<file path="src/rtl/fpstk_pkg.sv">
package fpstk_pkg;
  localparam int TAG_W = 2;
  typedef logic [TAG_W-1:0] tag_t;
  localparam tag_t TAG_VALID = 2'b00;
  localparam tag_t TAG_EMPTY = 2'b11;
endpackage

</file>
<file path="src/rtl/fpstk_disp_decode.sv">
module fpstk_disp_decode #(
  parameter int SLOTS = 8,
  localparam int PTR_W = $clog2(SLOTS),
  localparam int DISP_W = PTR_W + 1
) (
  input  logic [PTR_W-1:0]         cur_top,
  input  logic signed [DISP_W-1:0] disp,
  output logic                     legal,
  output logic                     is_pop,
  output logic                     is_push,
  output logic [PTR_W-1:0]         next_top,
  output logic [SLOTS-1:0]         slot_hit
);
  localparam logic [DISP_W-1:0] MOST_NEG = {1'b1, {(DISP_W-1){1'b0}}};
  localparam logic [DISP_W-1:0] DEPTH    = DISP_W'(SLOTS);

  logic [DISP_W-1:0] mag;

  always_comb begin
    legal    = (disp != MOST_NEG);
    is_pop   = legal && !disp[DISP_W-1] && (disp != '0);
    is_push  = legal && disp[DISP_W-1];
    mag      = disp[DISP_W-1] ? DISP_W'(-disp) : DISP_W'(disp);
    next_top = cur_top + disp[PTR_W-1:0];
  end

  // each slot decides from its distance above the current top
  for (genvar s = 0; s < SLOTS; s++) begin : g_slot
    logic [PTR_W-1:0] ofs;
    always_comb begin
      ofs = PTR_W'(s) - cur_top;
      if (is_pop)
        slot_hit[s] = ({1'b0, ofs} < mag);
      else if (is_push)
        slot_hit[s] = ({1'b0, ofs} >= (DEPTH - mag));
      else
        slot_hit[s] = 1'b0;
    end
  end

  // the number of touched slots must equal the move size
  always_comb begin
    if (is_pop || is_push)
      p_hit_count_r3: assert ($countones(slot_hit) == int'(mag));
  end
endmodule

</file>
<file path="src/rtl/fpstk_tag_merge.sv">
module fpstk_tag_merge
  import fpstk_pkg::*;
#(
  parameter int SLOTS = 8,
  localparam int WORD_W = SLOTS * TAG_W
) (
  input  logic [WORD_W-1:0] tag_in,
  input  logic [SLOTS-1:0]  slot_hit,
  input  logic              fill_empty,
  output logic [WORD_W-1:0] tag_out
);
  for (genvar s = 0; s < SLOTS; s++) begin : g_pair
    always_comb begin
      if (slot_hit[s])
        tag_out[s*TAG_W +: TAG_W] = fill_empty ? TAG_EMPTY : TAG_VALID;
      else
        tag_out[s*TAG_W +: TAG_W] = tag_in[s*TAG_W +: TAG_W];
    end
  end
endmodule

</file>
<file path="src/rtl/fpstk_tag_tracker.sv">
module fpstk_tag_tracker
  import fpstk_pkg::*;
#(
  parameter int SLOTS = 8,
  localparam int PTR_W = $clog2(SLOTS),
  localparam int DISP_W = PTR_W + 1,
  localparam int WORD_W = SLOTS * TAG_W
) (
  input  logic                     clk,
  input  logic                     rst,
  input  logic                     op_valid,
  input  logic signed [DISP_W-1:0] op_disp,
  input  logic                     op_tag_en,
  input  logic                     wr_tag_en,
  input  logic [WORD_W-1:0]        wr_tag_data,
  input  logic                     wr_top_en,
  input  logic [PTR_W-1:0]         wr_top_data,
  output logic [PTR_W-1:0]         stk_top,
  output logic [WORD_W-1:0]        tag_word,
  output logic                     op_done
);
  logic             accept;
  logic             legal, is_pop, is_push;
  logic [PTR_W-1:0] next_top;
  logic [SLOTS-1:0] slot_hit;
  logic [WORD_W-1:0] merged;

  assign accept = op_valid && !wr_tag_en && !wr_top_en;

  fpstk_disp_decode #(.SLOTS(SLOTS)) u_dec (
    .cur_top (stk_top),
    .disp    (op_disp),
    .legal   (legal),
    .is_pop  (is_pop),
    .is_push (is_push),
    .next_top(next_top),
    .slot_hit(slot_hit)
  );

  fpstk_tag_merge #(.SLOTS(SLOTS)) u_merge (
    .tag_in    (tag_word),
    .slot_hit  (slot_hit),
    .fill_empty(is_pop),
    .tag_out   (merged)
  );

  always_ff @(posedge clk) begin
    if (rst) begin
      stk_top  <= '0;
      tag_word <= '1;
      op_done  <= 1'b0;
    end else begin
      op_done <= accept;
      if (wr_tag_en)
        tag_word <= wr_tag_data;
      else if (accept && op_tag_en && (is_pop || is_push))
        tag_word <= merged;
      if (wr_top_en)
        stk_top <= wr_top_data;
      else if (accept && legal)
        stk_top <= next_top;
    end
  end

  p_reset_state_r1: assert property (@(posedge clk)
    $past(rst) |-> (stk_top == '0 && tag_word == '1));

  p_pop_only_sets_r3: assert property (@(posedge clk) disable iff (rst)
    (accept && op_disp > 0) |=> (($past(tag_word) & ~tag_word) == '0));

  p_push_only_clears_r4: assert property (@(posedge clk) disable iff (rst)
    (accept && op_disp < 0) |=> ((~$past(tag_word) & tag_word) == '0));

  p_no_tag_en_r7: assert property (@(posedge clk) disable iff (rst)
    (accept && !op_tag_en) |=> $stable(tag_word));

  p_zero_disp_r8: assert property (@(posedge clk) disable iff (rst)
    (accept && op_disp == '0) |=> ($stable(tag_word) && $stable(stk_top)));

  p_tag_write_wins_r9: assert property (@(posedge clk) disable iff (rst)
    wr_tag_en |=> (tag_word == $past(wr_tag_data)));

  p_top_write_wins_r9: assert property (@(posedge clk) disable iff (rst)
    wr_top_en |=> (stk_top == $past(wr_top_data)));

  p_done_source_r10: assert property (@(posedge clk) disable iff (rst)
    op_done |-> $past(op_valid));

  p_idle_hold_r10: assert property (@(posedge clk) disable iff (rst)
    (!op_valid && !wr_tag_en && !wr_top_en) |=>
      ($stable(tag_word) && $stable(stk_top) && !op_done));
endmodule

</file>
<file path="config.mk">
export PLATFORM = sky130hd
export DESIGN_NAME = fpstk_tag_tracker
export DESIGN_NICKNAME = d
export VERILOG_FILES = /design/src/rtl/fpstk_pkg.sv /design/src/rtl/fpstk_disp_decode.sv /design/src/rtl/fpstk_tag_merge.sv /design/src/rtl/fpstk_tag_tracker.sv
export SDC_FILE = /design/constraint.sdc
export NUM_CORES = 1
export LEC_CHECK = 0
export CAP_MARGIN = 30
export CORE_MARGIN = 1
export CORE_UTILIZATION = 48
export DETAILED_ROUTE_END_ITERATION = 10
export HOLD_SLACK_MARGIN = 0.12
export PLACE_DENSITY_LB_ADDON = 0.2
export SLEW_MARGIN = 30
export SYNTH_ARGS = -nofsm -noshare
export SYNTH_HDL_FRONTEND = slang
export SYNTH_SLANG_ARGS = --single-unit
</file>
<file path="constraint.sdc">
create_clock -name clk -period 3.1 [get_ports clk]
set_input_delay 0.31 -clock clk [delete_from_list [all_inputs] [get_ports clk]]
set_output_delay 0.31 -clock clk [all_outputs]
set_load 0.02 [all_outputs]
</file>
* Yosys cells after proc, flatten, opt, wreduce, memory -nomap -nowiden
Index checks and enable logic that the tools add are counted.
** Cells by class
- Add/subtract/negate cells :: 11
- $lt $le $gt $ge :: 16
- Equality and inequality tests :: 1
- Muxes and demuxes :: 30
- Reductions and logical operators :: 31
** Operators by type and width (number)
- $ge 3x4->1 :: 8
- $lt 3x4->1 :: 8
- $mux 16 :: 2
- $reduce_bool 2->1 :: 10
- $mux 2 :: 9
- $mux 1 :: 16
- $reduce_and 2->1 :: 8
- $sub 3x3->3 const A :: 4
- $logic_and 1x1->1 :: 8
- $mux 3 :: 2
- $sub 1x3->3 const A :: 2
- $sub 2x3->3 const A :: 2
- $mux 4 :: 1
- $ne 4x4->1 const B :: 1
- $neg 4->4 :: 1
- $reduce_bool 4->1 :: 1
- $sub 4x4->4 const A :: 1
- $add 3x3->3 :: 1
- $logic_not 1->1 :: 3
- $logic_or 1x1->1 :: 1
** Storage, ports and cells
- Flip-flop bits (word level) :: 20
- Output and inout port bits :: 20
- Logic and storage cells :: 99

* Longest topological paths before layout
Gate-level depths: netlist (run 1).
- Word-level depth :: 9
- Gate-level depth with buffers :: 10

* Cells and area by module
A second synthesis (run 1) with hierarchy kept.
** Second synthesis, totals
- Cell total of the unflattened synthesis :: 237
- Area total of the unflattened synthesis :: 2253.4 µm²
** Modules (own cells, without submodules)
- fpstk_tag_tracker :: times used 1, cells an instance 112, area each 1054.8 µm², seq. area each 400.4 µm²
- fpstk_disp_decode :: times used 1, cells an instance 108, area each 992.2 µm², seq. area each 0.0 µm²
- fpstk_tag_merge :: times used 1, cells an instance 17, area each 206.4 µm², seq. area each 0.0 µm²

* Least setup slack after synthesis (run 1)
OpenSTA, ideal clock, no wires.
- Path type :: input to register
- From :: input port op_disp[3]
- To :: register tag_word[2]
- Data arrival time :: 2.722 ns
- Path slack :: 0.252 ns
- Stages :: 9
- Path buffers :: 1
- Cells stage by stage :: clkbuf_1 nor2b_1 xnor2_1 xor2_1 ha_1 o21ai_0 a21oi_1 o41a_1 mux2i_1
** Between the ends
- Word-level cells in the longest chain between the ends :: 8
- Elaborated cells between the ends (all ways) :: 22
** RTL lines
- start, declared :: RTL line fpstk_tag_tracker.sv:12 : input logic signed [DISP_W-1:0] op_disp,
- $neg 4->4 :: RTL line fpstk_disp_decode.sv:23 : mag = disp[DISP_W-1] ? DISP_W'(-disp) : DISP_W'(disp);
- $mux 4 :: RTL line fpstk_disp_decode.sv:23
- $sub 4x4->4 :: RTL line fpstk_disp_decode.sv:35 : slot_hit[s] = ({1'b0, ofs} >= (DEPTH - mag));
- $ge 3x4->1 :: RTL line fpstk_disp_decode.sv:35
- $mux 1 :: RTL line fpstk_disp_decode.sv:34 : else if (is_push)
- $mux 1 :: RTL line fpstk_disp_decode.sv:32 : if (is_pop)
- $reduce_bool 2->1 (no source line)
- $reduce_and 2->1 (no source line)
- end signal, assigned :: RTL line fpstk_tag_tracker.sv:55 : tag_word <= wr_tag_data;
- end signal, assigned :: RTL line fpstk_tag_tracker.sv:57 : tag_word <= merged;
- end, declared :: RTL line fpstk_tag_tracker.sv:19 : output logic [WORD_W-1:0] tag_word,
Several ways; a longest one is shown, not always the timed one. The select of a mux whose other input is x is not followed.
A chain may end at the register's enable or synchronous reset.

* Worst setup path in the final report (run 1)
- From :: input port op_disp[1]
- To :: register tag_word[0]
The elaborated chain is that of the path after synthesis.

==> metrics, run 1 <==
outcome finished, final reports clean; pwr dens approximately 410 mW/mm2; Post-layout nets about 330; reg2reg setup slack ~740 ps; type of the worst setup path in2reg; vias in the first global route approximately 1600; Rows 21; Final HPWL DP around 3200 um; hold_ws between 400 and 500 ps; Root Buffer clkbuf_8; Synth Warn # 0; level count of the clock H-tree 1; Overflow after GRT 0; Syn Inst Count 213; Worst setup EP type register; final-layout fill cell count around 300; Syn Area/Cell 8.29 um2; setup repair bufs after CTS 0; CTS tree built; Port Buffers 48; CP startpoint kind input pin; clk_lat worst skew around 260 ps; CP max-delay cell clkdlybuf4s50_1; Clock Tree Buf Depth 2; Die X-Extent between 60 and 70 um; final period utilization about nine tenths; total I/O pin count slightly below 50; Synth cell types 40; clk sinks 20; VDD IR max about 0.00022 V; Clock Skews 2.81 ps; remaining routing DRC violations 0; Final Hold Fails 0; Die Ht between 60 and 70 um; final WL between 4000 and 5000 um; Post-Synth Adder-Cell Area a little over a fifth; Worst slew margin between 50% and 60%; largest family of logic cells by synthesized area compound AO/OA/AOI/OAI gates; worst-margin pin slew 684 ps; Area contributors post-synth dfxtp_1 (23%), ha_1 (21%), nor2_1 (6.6%); routed length per instance about 13 um; share of cells above drive strength 1 approximately 7%; multiplexer area fraction after synthesis a little over 5%; xor and xnor area share after synthesis about 3.5%; Yosys top cell area share 22.7%; syn_nets approximately 270; post-synthesis sequential area ratio between 20% and 30%; clk slew on worst S/H paths 80 ps; P&R area growth vs syn 36.2%; Synth area leader dfxtp_1; CP required 3300 ps; global-route wire length before repair roughly 7000 um; cts repair resizes 0; Max Slew Vio Count 0; Pleak a little over 1 nW; RSZ-0062 raised after global routing no; final setup fails 0; Max Cap Violations 0; crit-path cells clkdlybuf4s50_1 > inv_1 > ha_1 > mux2i_1 > buf_4 > xnor2_1 > ha_1 > a21o_1 > a21oi_1 > nor2_1 > or3_1 > a2bb2oi_1; worst-path fanout max 4; crit-path leading delay family buffers and inverters; top-count cell post-synth nor2_1; ANT cells 0; DR vias 1716; Overall Power around 0.001 W; hold-fix buffers at CTS 0; Cell Area, Placed around 0.0023 mm2; Die Area approximately 0.0039 mm2; min-delay worst type reg2reg; Syn Std Cell Area about 0.0018 mm2; Pre-Repair DR Iteration Count 4; Reg-to-Reg Start stk_top[1]; CP max stage delay approximately 480 ps; largest net degree at the start of global routing 24; Post-synth top flop dfxtp_1; DRT antenna net count 0; Final Instance Area around 0.0024 mm2; crit path launch op_disp[1]; post-DR vias/cell roughly 5.5; Async SR Flop Fraction 0%; Hold Crit Start tag_word[0]; cell mode on critical path ha_1; number of flops mapped to enable cells by yosys 0; Max Fclk roughly 360 MHz; global-route usage over all layers between 20 and 25%; Core ar. between 0.003 and 0.004 mm2; initial antenna violation count 0; compound-gate portion of the synthesized area about a quarter; synth cell count leaders nor2_1 (31), ha_1 (29), a21oi_1 (20), dfxtp_1 (20), inv_1 (14); DRT iter0 DRCs between 70 and 80; crit path DAT approximately 3000 ps; CTS buffer count 3; Final GP Congestion just under 0.9; Tmin final 2800 ps; Initial Util between 50% and 60%; setup tns final 0 ps; Buf+Inv Stages, Crit Path 3; flops & latches, synth 20; post-synthesis simple-gate area fraction around 15%
[layout by cell type (no fill, tap or decap), types with 4 or more instances in the layout]
master | Yosys | routed
nor3_1 | 6 | 6
a211oi_1 | 13 | 13
dfxtp_1 | 20 | 20
o21ai_0 | 4 | 4
buf_4 | 1 | 11
inv_1 | 14 | 14
nor2_1 | 31 | 31
o31ai_1 | 7 | 7
xnor2_1 | 4 | 4
nand2_1 | 5 | 5
ha_1 | 29 | 29
clkdlybuf4s50_1 | 0 | 48
mux2i_1 | 9 | 9
nor2b_1 | 5 | 5
a21oi_1 | 20 | 20
[final timing paths]
kind                      end  cells after the start
setup / recovery  tag_word[0]                     12
hold / removal    tag_word[0]                      1
setup reg to reg  tag_word[9]                      9
hold reg to reg   tag_word[0]                      1
[state kept, by name (all words and copies together) (netlist names)]
signal	count
tag_word	16
stk_top	3
op_done	1
[report_power, final]
| part | leakage, nW | total [W] | internal, W | switching [W] |
|---|---|---|---|---|
| sequential | 0.166 | 0.000298 | 0.000281 | 0.0000175 |
| combinational | 0.832 | 0.000419 | 0.000206 | 0.000213 |
| clock | 0.0357 | 0.000265 | 0.000173 | 0.0000925 |
| total | 1.03 | 0.000982 | 0.000659 | 0.000323 |
[area by class of cell]
type                            count  area [um2]  area share [%]
Clock inverter                      1        30.0            1.25
Inverter                           15        56.3            2.34
Sequential cell                    20         400            16.6
Timing Repair Buffer               59         563            23.4
Tap cell                           46        57.6            2.39
Clock buffer                        3        41.3            1.72
Multi-Input combinational cell    169        1260            52.3
[cells by family (layout without fill, tap and decap cells)]
logic type | Yosys count | count (layout)
AOI/OAI and AO/OA | 65 | 65
DFF | 20 | 20
buffers and inverters | 24 | 78
xor gates and xnor gates | 7 | 7
and+or+nand+nor | 58 | 58
adders and majority gates | 30 | 30
muxes | 9 | 9
[per-stage QoR]
step / setup slack [ps] / instances / util (%)
2_1_floorplan: 252 / 213 / -
3_3_place_gp: 77.1 / 309 / 67.8
3_5_place_dp: 44.2 / 309 / 67.8
4_1_cts: 304 / 313 / 69.9
5_1_grt: 89.3 / 313 / 69.9
6_report: 304 / 313 / 69.9
[layer usage]
metal / GRT usage (%) / vias to the layer above / wire length, um
met5: 0 / - / 0
met4: 5.52 / 0 / 43
met3: 3.28 / 6 / 172
met2: 35.2 / 49 / 1790
met1: 30.2 / 772 / 2090
li1: - / 889 / -
No activity file was read; power rests on OpenSTA's default activity.
==> run 2: changes to the inputs <==
CTS_CLUSTER_DIAMETER = 50   (was unset)
==> results of run 2 <==
The final DEF is identical to that of run 1; final timing and power are the same.
==> run 3: changes to the inputs <==
PLACE_DENSITY = 0.8   (was unset)
PLACE_DENSITY_LB_ADDON = unset   (was 0.2)
==> run 3 against run 2 <==
  * Combinational power down 1%
  * Highest routed layer unchanged
  * Clock power is 2% higher
  * Worst setup slack worse by 140 ps
  * Largest power group unchanged
  * Power about the same
  * Register-to-register slack hardly changed
  * Maximum frequency fell by 4.7%
==> metrics, run 3 (synthesized netlist as in run 1, its figures left out) <==
Final GP Congestion 0.874; type of the worst setup path in2reg; Die Ht about 63 um; clk slew on worst S/H paths approximately 80 ps; CTS buffer count 3; total I/O pin count 49; clk sinks 20; Max Slew Vio Count 0; DR vias 1710; CP max-delay cell clkdlybuf4s50_1; Root Buffer clkbuf_8; Worst setup EP type register; Worst slew margin between 50 and 60%; Die Area 0.00393 mm2; Place WS -89.6 ps; Pre-Repair DR Iteration Count 4; vias in the first global route between 1500 and 2000; worst-margin pin slew about 700 ps; Port Buffers between 40 and 50; routed length per instance 13.5 um; Tmin final between 2000 and 3000 ps; share of cells above drive strength 1 under 10%; outcome finished, final reports clean; ANT cells 0; pwr dens 411 mW/mm2; Final Hold Fails 0; crit path DAT approximately 3100 ps; Max Fclk 341 MHz; Clock Tree Buf Depth 2; final setup fails 0; Core ar. about 0.0034 mm2; largest net degree at the start of global routing 24; final WL 4200 um; final-layout fill cell count ~300; CP max stage delay 490 ps; cts repair resizes 0; Initial Util about half; clk_lat worst skew 260 ps; global-route usage over all layers 22.4%; post-DR vias/cell approximately 5.5; Post-layout nets 325; P&R area growth vs syn 35.3%; DRT iter0 DRCs 48; VDD IR max around 0.00025 V; max reg flops 16; final period utilization ~95%; crit-path cells clkdlybuf4s50_1 > inv_1 > ha_1 > mux2i_1 > buf_4 > xnor2_1 > ha_1 > a21oi_1 > nor2_1 > o21ba_2 > o31ai_1 > mux2i_1; Pleak just over 1 nW; Clock Skews about 0.96 ps; worst-path fanout max 4; Max Cap Violations 0; CP required around 3300 ps; hold-fix buffers at CTS 0; RSZ-0062 raised after global routing no; Overflow after GRT 0; level count of the clock H-tree 1; Final HPWL DP roughly 3200 um; Die X-Extent 62.7 um; commonest non-fill, non-tap cell in the layout clkdlybuf4s50_1; setup tns final 0 ps; CTS tree built; Final Instance Area 0.00239 mm2; final worst setup slack 165 ps; Rows 21; most frequent cells in the layout clkdlybuf4s50_1 (48), nor2_1 (31), ha_1 (29); global-route wire length before repair 7140 um; min-delay worst type reg2reg; remaining routing DRC violations 0; Cell Area, Placed about 0.0023 mm2; Biggest register tag_word; CP startpoint kind input pin; Largest regs tag_word: 16 flops, stk_top: 3 flops, op_done: 1 flops; initial antenna violation count 0; setup repair bufs after CTS 0; DRT antenna net count 0; Core Util, Final between 60% and 70%
[run 3: changes by cell type in the layout (fill, tap and decap cells not counted)]
cell	previous run	this run
buf_4	11	9
[run 3: metal layers]
metal / up-vias / routed length [um] / global-route usage [%]
li1: 879 / - / -
met1: 790 / 2090 / 29.0
met2: 37 / 1900 / 37.6
met3: 4 / 166 / 4.20
met4: 0 / 40 / 6.40
met5: - / 0 / 0
[run 3: worst paths after layout]
check / from / endpoint / slack, ps / depth (start not counted)
min reg2reg: tag_word[0] / tag_word[0] / 500 / 1
max reg2reg: stk_top[1] / tag_word[1] / 730 / 8
min: tag_word[0] / tag_word[0] / 500 / 1
max: op_disp[0] / tag_word[6] / 160 / 12
[run 3: power breakdown]
group	total, W	switching [W]	internal, W	leakage, nW
registers	0.000298	0.0000176	0.000281	0.166
clock network	0.000269	0.0000968	0.000173	0.0357
logic	0.000415	0.000211	0.000203	0.822
[run 3: layout make-up]
class                           count  area, um2  share of cell area, %
Multi-Input combinational cell    169       1260                   52.6
Timing Repair Buffer               57        548                   22.9
Sequential cell                    20        400                   16.7
Tap cell                           46       57.6                   2.41
Inverter                           15       56.3                   2.35
Clock buffer                        3       41.3                   1.73
Clock inverter                      1       30.0                   1.26
[run 3: through the flow]
stage | hold slack [ps] | std cells | total power, W
after floorplan | 451 | 213 | 0.000565
after global placement | 484 | 307 | 0.000706
after detailed placement | 488 | 307 | 0.000715
after CTS | 499 | 311 | 0.000984
after global routing | 507 | 311 | 0.00105
final | 496 | 311 | 0.000982
[run 3: critical path, delay by kind of cell]
family          cells  cell delay [ps]
xor+xnor            1              200
buf+inv             3              730
compound gates      3              710
simple gates        1               50
mux                 2              470
fa+ha+maj           2              640
